==> src/rtl/fsk_dev_pkg.sv <==
package fsk_dev_pkg;

  typedef enum logic [2:0] {
    SCH_2FSK = 3'b000,
    SCH_3FSK = 3'b001,
    SCH_4FSK = 3'b010
  } scheme_e;

  // signed step multiple: magnitude 0, 1 or 3
  typedef struct packed {
    logic       neg;
    logic [1:0] mag;
  } level_t;

endpackage

==> src/rtl/fsk_dev_step.sv <==
module fsk_dev_step #(
  parameter int DEV_W = 9
) (
  input  logic [DEV_W-1:0] dev_code_i,
  input  logic             rf_div2_i,
  output logic [DEV_W:0]   step_o
);
  logic [DEV_W-1:0] code_clamped;

  always_comb begin
    code_clamped = (dev_code_i == '0) ? DEV_W'(1) : dev_code_i;
    // output has one fractional bit: direct = 2*code, divided = code
    step_o = rf_div2_i ? {1'b0, code_clamped} : {code_clamped, 1'b0};
  end
endmodule

==> src/rtl/fsk_level_map.sv <==
module fsk_level_map
  import fsk_dev_pkg::*;
(
  input  logic [2:0] scheme_i,
  input  logic [1:0] sym_i,
  output level_t     level_o
);
  always_comb begin
    level_o = '0;
    case (scheme_i)
      SCH_2FSK: begin
        level_o.neg = ~sym_i[0];
        level_o.mag = 2'd1;
      end
      SCH_4FSK: begin
        // Gray order from the lowest level up
        case (sym_i)
          2'b00:   level_o = '{neg: 1'b1, mag: 2'd3};
          2'b01:   level_o = '{neg: 1'b1, mag: 2'd1};
          2'b11:   level_o = '{neg: 1'b0, mag: 2'd1};
          default: level_o = '{neg: 1'b0, mag: 2'd3};
        endcase
      end
      SCH_3FSK: begin
        case (sym_i)
          2'b01:   level_o = '{neg: 1'b0, mag: 2'd1};
          2'b11:   level_o = '{neg: 1'b1, mag: 2'd1};
          default: level_o = '0;
        endcase
      end
      default: level_o = '0;
    endcase
  end
endmodule

==> src/rtl/fsk_level_scale.sv <==
module fsk_level_scale
  import fsk_dev_pkg::*;
#(
  parameter int STEP_W = 10,
  localparam int MAG_W = STEP_W + 2,
  localparam int OUT_W = MAG_W + 1
) (
  input  level_t                   level_i,
  input  logic [STEP_W-1:0]        step_i,
  output logic signed [OUT_W-1:0]  offset_o
);
  logic [MAG_W-1:0] mag_sum;

  // shift-add in place of a multiplier: mag is 0, 1 or 3
  always_comb begin
    mag_sum = '0;
    if (level_i.mag[0]) mag_sum = mag_sum + MAG_W'(step_i);
    if (level_i.mag[1]) mag_sum = mag_sum + (MAG_W'(step_i) << 1);
    offset_o = level_i.neg ? -$signed({1'b0, mag_sum}) : $signed({1'b0, mag_sum});
  end
endmodule

==> src/rtl/fsk_dev_mapper.sv <==
module fsk_dev_mapper
  import fsk_dev_pkg::*;
#(
  parameter int DEV_W = 9,
  localparam int STEP_W = DEV_W + 1,
  localparam int OUT_W = DEV_W + 4
) (
  input  logic                    clk_i,
  input  logic                    rst_ni,
  input  logic [2:0]              scheme_i,
  input  logic [DEV_W-1:0]        dev_code_i,
  input  logic                    rf_div2_i,
  input  logic                    sym_valid_i,
  input  logic [1:0]              sym_i,
  output logic signed [OUT_W-1:0] offset_o,
  output logic                    offset_valid_o
);
  logic [STEP_W-1:0]        step_w;
  level_t                   level_w;
  logic signed [OUT_W-1:0]  offset_d;

  fsk_dev_step #(.DEV_W(DEV_W)) u_step (
    .dev_code_i (dev_code_i),
    .rf_div2_i  (rf_div2_i),
    .step_o     (step_w)
  );

  fsk_level_map u_map (
    .scheme_i (scheme_i),
    .sym_i    (sym_i),
    .level_o  (level_w)
  );

  fsk_level_scale #(.STEP_W(STEP_W)) u_scale (
    .level_i  (level_w),
    .step_i   (step_w),
    .offset_o (offset_d)
  );

  always_ff @(posedge clk_i or negedge rst_ni) begin
    if (!rst_ni) begin
      offset_o       <= '0;
      offset_valid_o <= 1'b0;
    end else begin
      offset_valid_o <= sym_valid_i;
      if (sym_valid_i) offset_o <= offset_d;
    end
  end

  AST_VALID_LAT: assert property (@(posedge clk_i) disable iff (!rst_ni)
    sym_valid_i |=> offset_valid_o) else $error("valid latency");

  AST_HOLD: assert property (@(posedge clk_i) disable iff (!rst_ni)
    !sym_valid_i |=> ($stable(offset_o) && !offset_valid_o)) else $error("hold");

  AST_UNUSED_ZERO: assert property (@(posedge clk_i) disable iff (!rst_ni)
    (sym_valid_i && scheme_i > 3'b010) |=> (offset_o == '0)) else $error("unused scheme");

  AST_2FSK_SIGN: assert property (@(posedge clk_i) disable iff (!rst_ni)
    (sym_valid_i && scheme_i == SCH_2FSK) |=> ((offset_o > 0) == $past(sym_i[0])))
    else $error("2fsk sign");

  AST_STEP_FLOOR: assert property (@(posedge clk_i) disable iff (!rst_ni)
    (sym_valid_i && scheme_i == SCH_2FSK) |=> (offset_o != '0)) else $error("zero step");
endmodule

==> config.mk <==
export PLATFORM = sky130hd
export DESIGN_NAME = fsk_dev_mapper
export DESIGN_NICKNAME = d
export VERILOG_FILES = /design/src/rtl/fsk_dev_pkg.sv /design/src/rtl/fsk_dev_step.sv /design/src/rtl/fsk_level_map.sv /design/src/rtl/fsk_level_scale.sv /design/src/rtl/fsk_dev_mapper.sv
export SDC_FILE = /design/constraint.sdc
export NUM_CORES = 1
export LEC_CHECK = 0
export BUFFER_PORTS_ARGS = -buffer_cell sky130_fd_sc_hd__buf_2
export CAP_MARGIN = 20
export CORE_ASPECT_RATIO = 1.4
export CORE_MARGIN = 10
export CORE_UTILIZATION = 30
export CTS_BUF_LIST = sky130_fd_sc_hd__clkbuf_4
export DETAILED_ROUTE_END_ITERATION = 16
export GPL_TIMING_DRIVEN = 0
export SLEW_MARGIN = 20
export SYNTH_ARGS = -nofsm -noshare
export SYNTH_HDL_FRONTEND = slang
export SYNTH_SLANG_ARGS = --single-unit
==> constraint.sdc <==
create_clock -name clk_i -period 0.8 [get_ports clk_i]
set_input_delay 0 -clock clk_i [delete_from_list [all_inputs] [get_ports clk_i]]
set_output_delay 0 -clock clk_i [all_outputs]
set_load 0.02 [all_outputs]
======== After elaboration in Yosys (flattened, before gate mapping) ========
Index checks and enable logic that the tools add are counted.
storage, ports and cells
  bits in registers ....................... 14
  memories kept ........................... 0
  bits in latches ......................... 0
  bits in read-only memories .............. 0
  logic and storage cells ................. 20
  bits of input ports ..................... 18
  output and inout port bits .............. 14
  RAM bits ................................ 0
cells by class
  multiplexer cells ....................... 8
  div/mod/pow operators ................... 0
  $mul .................................... 0
  magnitude comparators ................... 0
  bitwise operators ....................... 1
  eq/ne operators ......................... 4
  reduce and logical (&&, ||, !) cells .... 3
  shift-type cells ........................ 0
  add/subtract/negate cells ............... 2
operators by type and width
  kind                  number
  $mux W10              2
  $pmux W3 S3           2
  $mux W13              1
  $neg A12 Y13          1
  $add A12 B11 Y12      1
  $mux W12              1
  $logic_not A9 Y1      1
  $mux W9               1
  $pmux W3 S2           1
  $eq A3 B1 Y1 const B  1
  $eq A3 B2 Y1 const B  1
  $logic_not A3 Y1      1
  $eq A2 B1 Y1 const B  1
  $eq A2 B2 Y1 const B  1
  $logic_not A2 Y1      1
  $not A1 Y1            1

======== Depth between registers and ports, before layout ========
  word-level depth ........................ 8
  depth in mapped cells ................... 16
  mapped depth without buffers ............ 16

======== By module ========
From an unflattened synthesis, not the netlist that was laid out.
second synthesis, totals
  cells, all modules ...................... 212
  area, all modules ....................... 1885.6 sq um
by module, submodules not included
  module           cells an instance  area each (sq um)  seq. area each (sq um)  instances
  fsk_level_scale  160                1157.4             0.0                     1
  fsk_dev_mapper   28                 545.5              350.3                   1
  fsk_dev_step     16                 133.9              0.0                     1
  fsk_level_map    8                  48.8               0.0                     1

======== Least setup slack after synthesis ========
OpenSTA, ideal clock, no wires.
  path kind ............................... in2reg
  start point ............................. input port dev_code_i[7]
  end point ............................... register offset_o[9]
  data required time ...................... 675 ps
  arrival ................................. 2817 ps
  setup slack ............................. -2142 ps
  stages on the path ...................... 16
  path through ............................ nor4_1 > a21oi_1 > nand2_1 > o21ai_0 > nor2_1 > ha_1 > inv_1 > fa_1 > nor2b_1 > o221ai_1 > mux2i_1 > nand2_2 > nor3b_2 > a31oi_2 > xnor2_1 > mux2_4
between the ends
  word-level cells in the longest chain between the ends .. 8
RTL lines
  what                  line                   RTL
  start, declared       fsk_dev_mapper.sv:11   input logic [DEV_W-1:0] dev_code_i,
  $logic_not A9 Y1      fsk_dev_step.sv:11     code_clamped = (dev_code_i == '0) ? DEV_W'(1) : dev_code_i;
  $mux W9 (*)           fsk_dev_step.sv:11
  $mux W10 (*)          fsk_dev_step.sv:13     step_o = rf_div2_i ? {1'b0, code_clamped} : {code_clamped, 1'b0};
  $mux W10              fsk_level_scale.sv:17  if (level_i.mag[0]) mag_sum = mag_sum + MAG_W'(step_i);
  $add A12 B11 Y12      fsk_level_scale.sv:18  if (level_i.mag[1]) mag_sum = mag_sum + (MAG_W'(step_i) << 1);
  $mux W12 (*)          fsk_level_scale.sv:18
  $neg A12 Y13          fsk_level_scale.sv:19  offset_o = level_i.neg ? -$signed({1'b0, mag_sum}) : $signed({1'b0, mag_sum});
  $mux W13 (*)          fsk_level_scale.sv:19
  end signal, assigned  fsk_dev_mapper.sv:46   if (sym_valid_i) offset_o <= offset_d;
  end, declared         fsk_dev_mapper.sv:15   output logic signed [OUT_W-1:0] offset_o,
Every way passes the cells marked *; elsewhere a longest branch is shown, timed or not.
A chain may end at the register's enable or synchronous reset.

======== Final worst setup path ========
  start point ............................. input port dev_code_i[8]
  end point ............................... register offset_o[9]
The elaborated chain is that of the path after synthesis.

==> out/metrics.yaml <==
grt_pass1_wl_mm: 8.02
die_w_um: 83.5
period_share_pct: 331
insertion_delay_ps: 270
clk_path_buf_depth: 2
synth_area_leaders: "dfrtp_1 (21%), ha_1 (7.4%), mux2i_1 (5.9%), nor2_1 (5.5%), mux2_2 (4.7%)"
vias: 1687
core-area_mm2: 0.00549
area_growth_syn_to_layout_pct: 45.4
viasPerCell: 5.21
io_pins: 32
syn-num-nets: 233
power_density_mw_per_mm2: 1140
route.met2.wl_mm: 2.49
crit_start: "dev_code_i[8]"
setup_viol: 19
worst_path_max_delay_cell: "fa_2"
dp.cells: 300
wirelength_mm: 4.61
critPathMaxFanout: 3
postLayoutCoreUtil_pct: 44.9
cts_sinks: 14
yosysTopAreaCell: "dfrtp_1"
status: "finished, violations left"
routabilityCongestion: 0.807
ant_nets: 0
hp-start: "sym_valid_i"
maxUsedRoutingLayer: "met4"
ys_ff_latch: 14
synth_top_cell_area_share_pct: 20.7
numCtsBuffers: 3
synth.distinct_cells: 56
wl_met3_um: 189
die-area_mm2: 0.00909
cts_tree: "built"
final_cells: 324
dp_hpwl_mm: 3.68
syn_inst: 204
yosysWarnings: 0
hold_viol: 0
peakVddDrop_mv: 0.346
overflow: 0
hp-class: "primary input to register"
cts_root_buffer: "clkbuf_4"
diodes: 0
grt_pass1_vias: 1714
row_count: 32
synth-async-reset-ratio_pct: 100
setup_ws_ps: -1850
worst_clock_skew_ps: 0
wl_per_cell_um: 14.2
cp-end-kind: "register"
cap_violations: 0
worst_pin_slew_ps: 675
final_max_slew_viol_count: 0
critPathKind: "primary input to register"
start_util_pct: 30.9
grt_max_degree: 15
synth_edf_count: 0
arrival_ps: 2810
cp-start-kind: "primary input"
drc: 0
rsz0062_at_grt: "true"
p_leak_nw: 1.11
r2r_start: "offset_o[6]$_DFFE_PN0P_"
violations: "negative setup slack"
met1Wirelength_mm: 1.88
synth_ff_type: "dfrtp_1"
htree_num_levels: 1
drive_above_1_share_pct: 41.8
first_pass_iters: 4
die-height_um: 109
layout_min_cycle_time_ps: 2650
max_stage_delay_ps: 370
io_buffers: 28
path_cells: "buf_8, nor4_4, a21oi_2, nand2_1, o21ai_2, nor2_1, ha_2, inv_2, fa_2, nor2b_4, o221ai_4, mux2i_1, nand2_2, nor3b_4, a31oi_2, xnor2_1, mux2_4"
nFillCells: 536
max_slew_margin_pct: 55.0
finalPower_mw: 2.81
crit_required_ps: 960
fin_nets: 287
grtUsageTotal_pct: 10.3
avgSynthCellArea_um2: 8.30
drt-initial-drc-count: 62
seq_area_frac_synth_pct: 20.7
clkTransAtPathRegs_ps: 80
synth_area_mm2: 0.00169
antenna_found_initial: 0
fmax_mhz: 378
## cell usage in the layout, fill, tap and decap left out, types with 3 or more instances in the layout
cell type  count
mux2_2         5
a211oi_1       3
buf_4         17
mux2_4         3
nand3_1        4
a211oi_2       3
or2_1          3
ha_1           8
inv_1         10
o21ai_0        3
mux2i_1        8
xnor2_1        8
a21o_1         4
a21oi_1        8
nand3b_1       3
buf_2         12
a21oi_2        4
a31oi_1        3
clkbuf_4       3
nor2_1        22
dfrtp_1       14
and2_1         3
buf_6         21
nand2_1       14
## power by group
part	internal (mW)	switching [mW]	leakage (nW)
logic	0.775	0.789	0.912
registers	0.796	0.0629	0.181
clock network	0.174	0.208	0.0138
## state kept, by name, indices dropped and copies added, names as in the netlist
register,flops
offset_o,13
offset_valid_o,1
## through the flow
step | cell area (um^2) | setup TNS (ps) | setup WS (ps) | hold WS, ps
2_1_floorplan | 1760 | -18560 | -1800 | -296
3_3_place_gp | 1990 | -25280 | -2530 | -92.5
3_5_place_dp | 1990 | -25530 | -2560 | -88.6
4_1_cts | 2370 | -19460 | -1840 | -73.8
5_1_grt | 2460 | -21540 | -2020 | 86.2
6_report | 2460 | -19450 | -1850 | 85.9
## layout make-up
type,instances,area (um^2),area share [%]
clock buffers,3,22.5,0.915
inverters,11,41.3,1.68
repair buffers,49,434,17.6
plain buffers,7,47.5,1.93
multi-input cells,172,1480,60.1
well taps,68,85.1,3.46
flip-flops and latches,14,350,14.2
## logic make-up after synthesis
kind of cell	count (synthesis)	synth area share, %
AO/OA/AOI/OAI	52	21.1
XOR/XNOR	12	6.21
adder cells (fa/ha/maj)	11	8.57
buffers and inverters	18	5.10
flip-flops	14	20.7
multiplexers	19	12.1
AND/OR/NAND/NOR	78	26.2
## cells in the mapped netlist (all sizes together) (2+ instances only)
cell / instances
nor4: 2
xor2: 3
dfrtp: 14
a31oi: 6
and2: 4
nand3b: 3
nor3: 3
nand4: 2
mux2i: 10
o31ai: 2
nor2b: 2
xnor2: 9
nor4b: 3
inv: 11
clkbuf: 2
and3: 3
buf: 5
a21oi: 13
nor3b: 3
a21o: 5
or2: 3
mux2: 9
nand3: 4
a211o: 2
nor2: 26
o211ai: 2
ha: 10
o21ai: 7
nand2: 16
a211oi: 6
## worst max-delay path, delay by kind of cell
family	cells	cell delay (ps)
buffers and inverters	2	140
AOI/OAI and AO/OA	4	440
xor gates and xnor gates	1	160
muxes	2	460
adders and majority gates	2	570
and+or+nand+nor	6	1040
## per-layer routing
layer | global-route usage [%] | vias up
li1 | - | 846
met1 | 10.9 | 803
met2 | 20.1 | 34
met3 | 1.57 | 4
met4 | 3.72 | 0
met5 | 0 | -
## worst paths after layout
check	slack, ps	depth (start not counted)	end
worst max register to register	0	1	offset_o[6]$_DFFE_PN0P_
max in group asynchronous	410	2	offset_o[5]$_DFFE_PN0P_
worst max-delay path	-1850	17	offset_o[9]$_DFFE_PN0P_
worst min-delay path	90	2	offset_o[3]$_DFFE_PN0P_
worst min register to register	540	1	offset_o[4]$_DFFE_PN0P_
min in group asynchronous	160	2	offset_o[2]$_DFFE_PN0P_
## timing repair
action | in CTS | in global routing
gates cloned | 0 | 0
setup endpoints to repair | 26 | 27
setup buffers | 16 | 7
hold endpoints to repair | 15 | 1
gates resized for setup | 59 | 18
hold buffers | 1 | 1
pin swaps | 20 | 14
No activity file was read; power rests on OpenSTA's default activity.
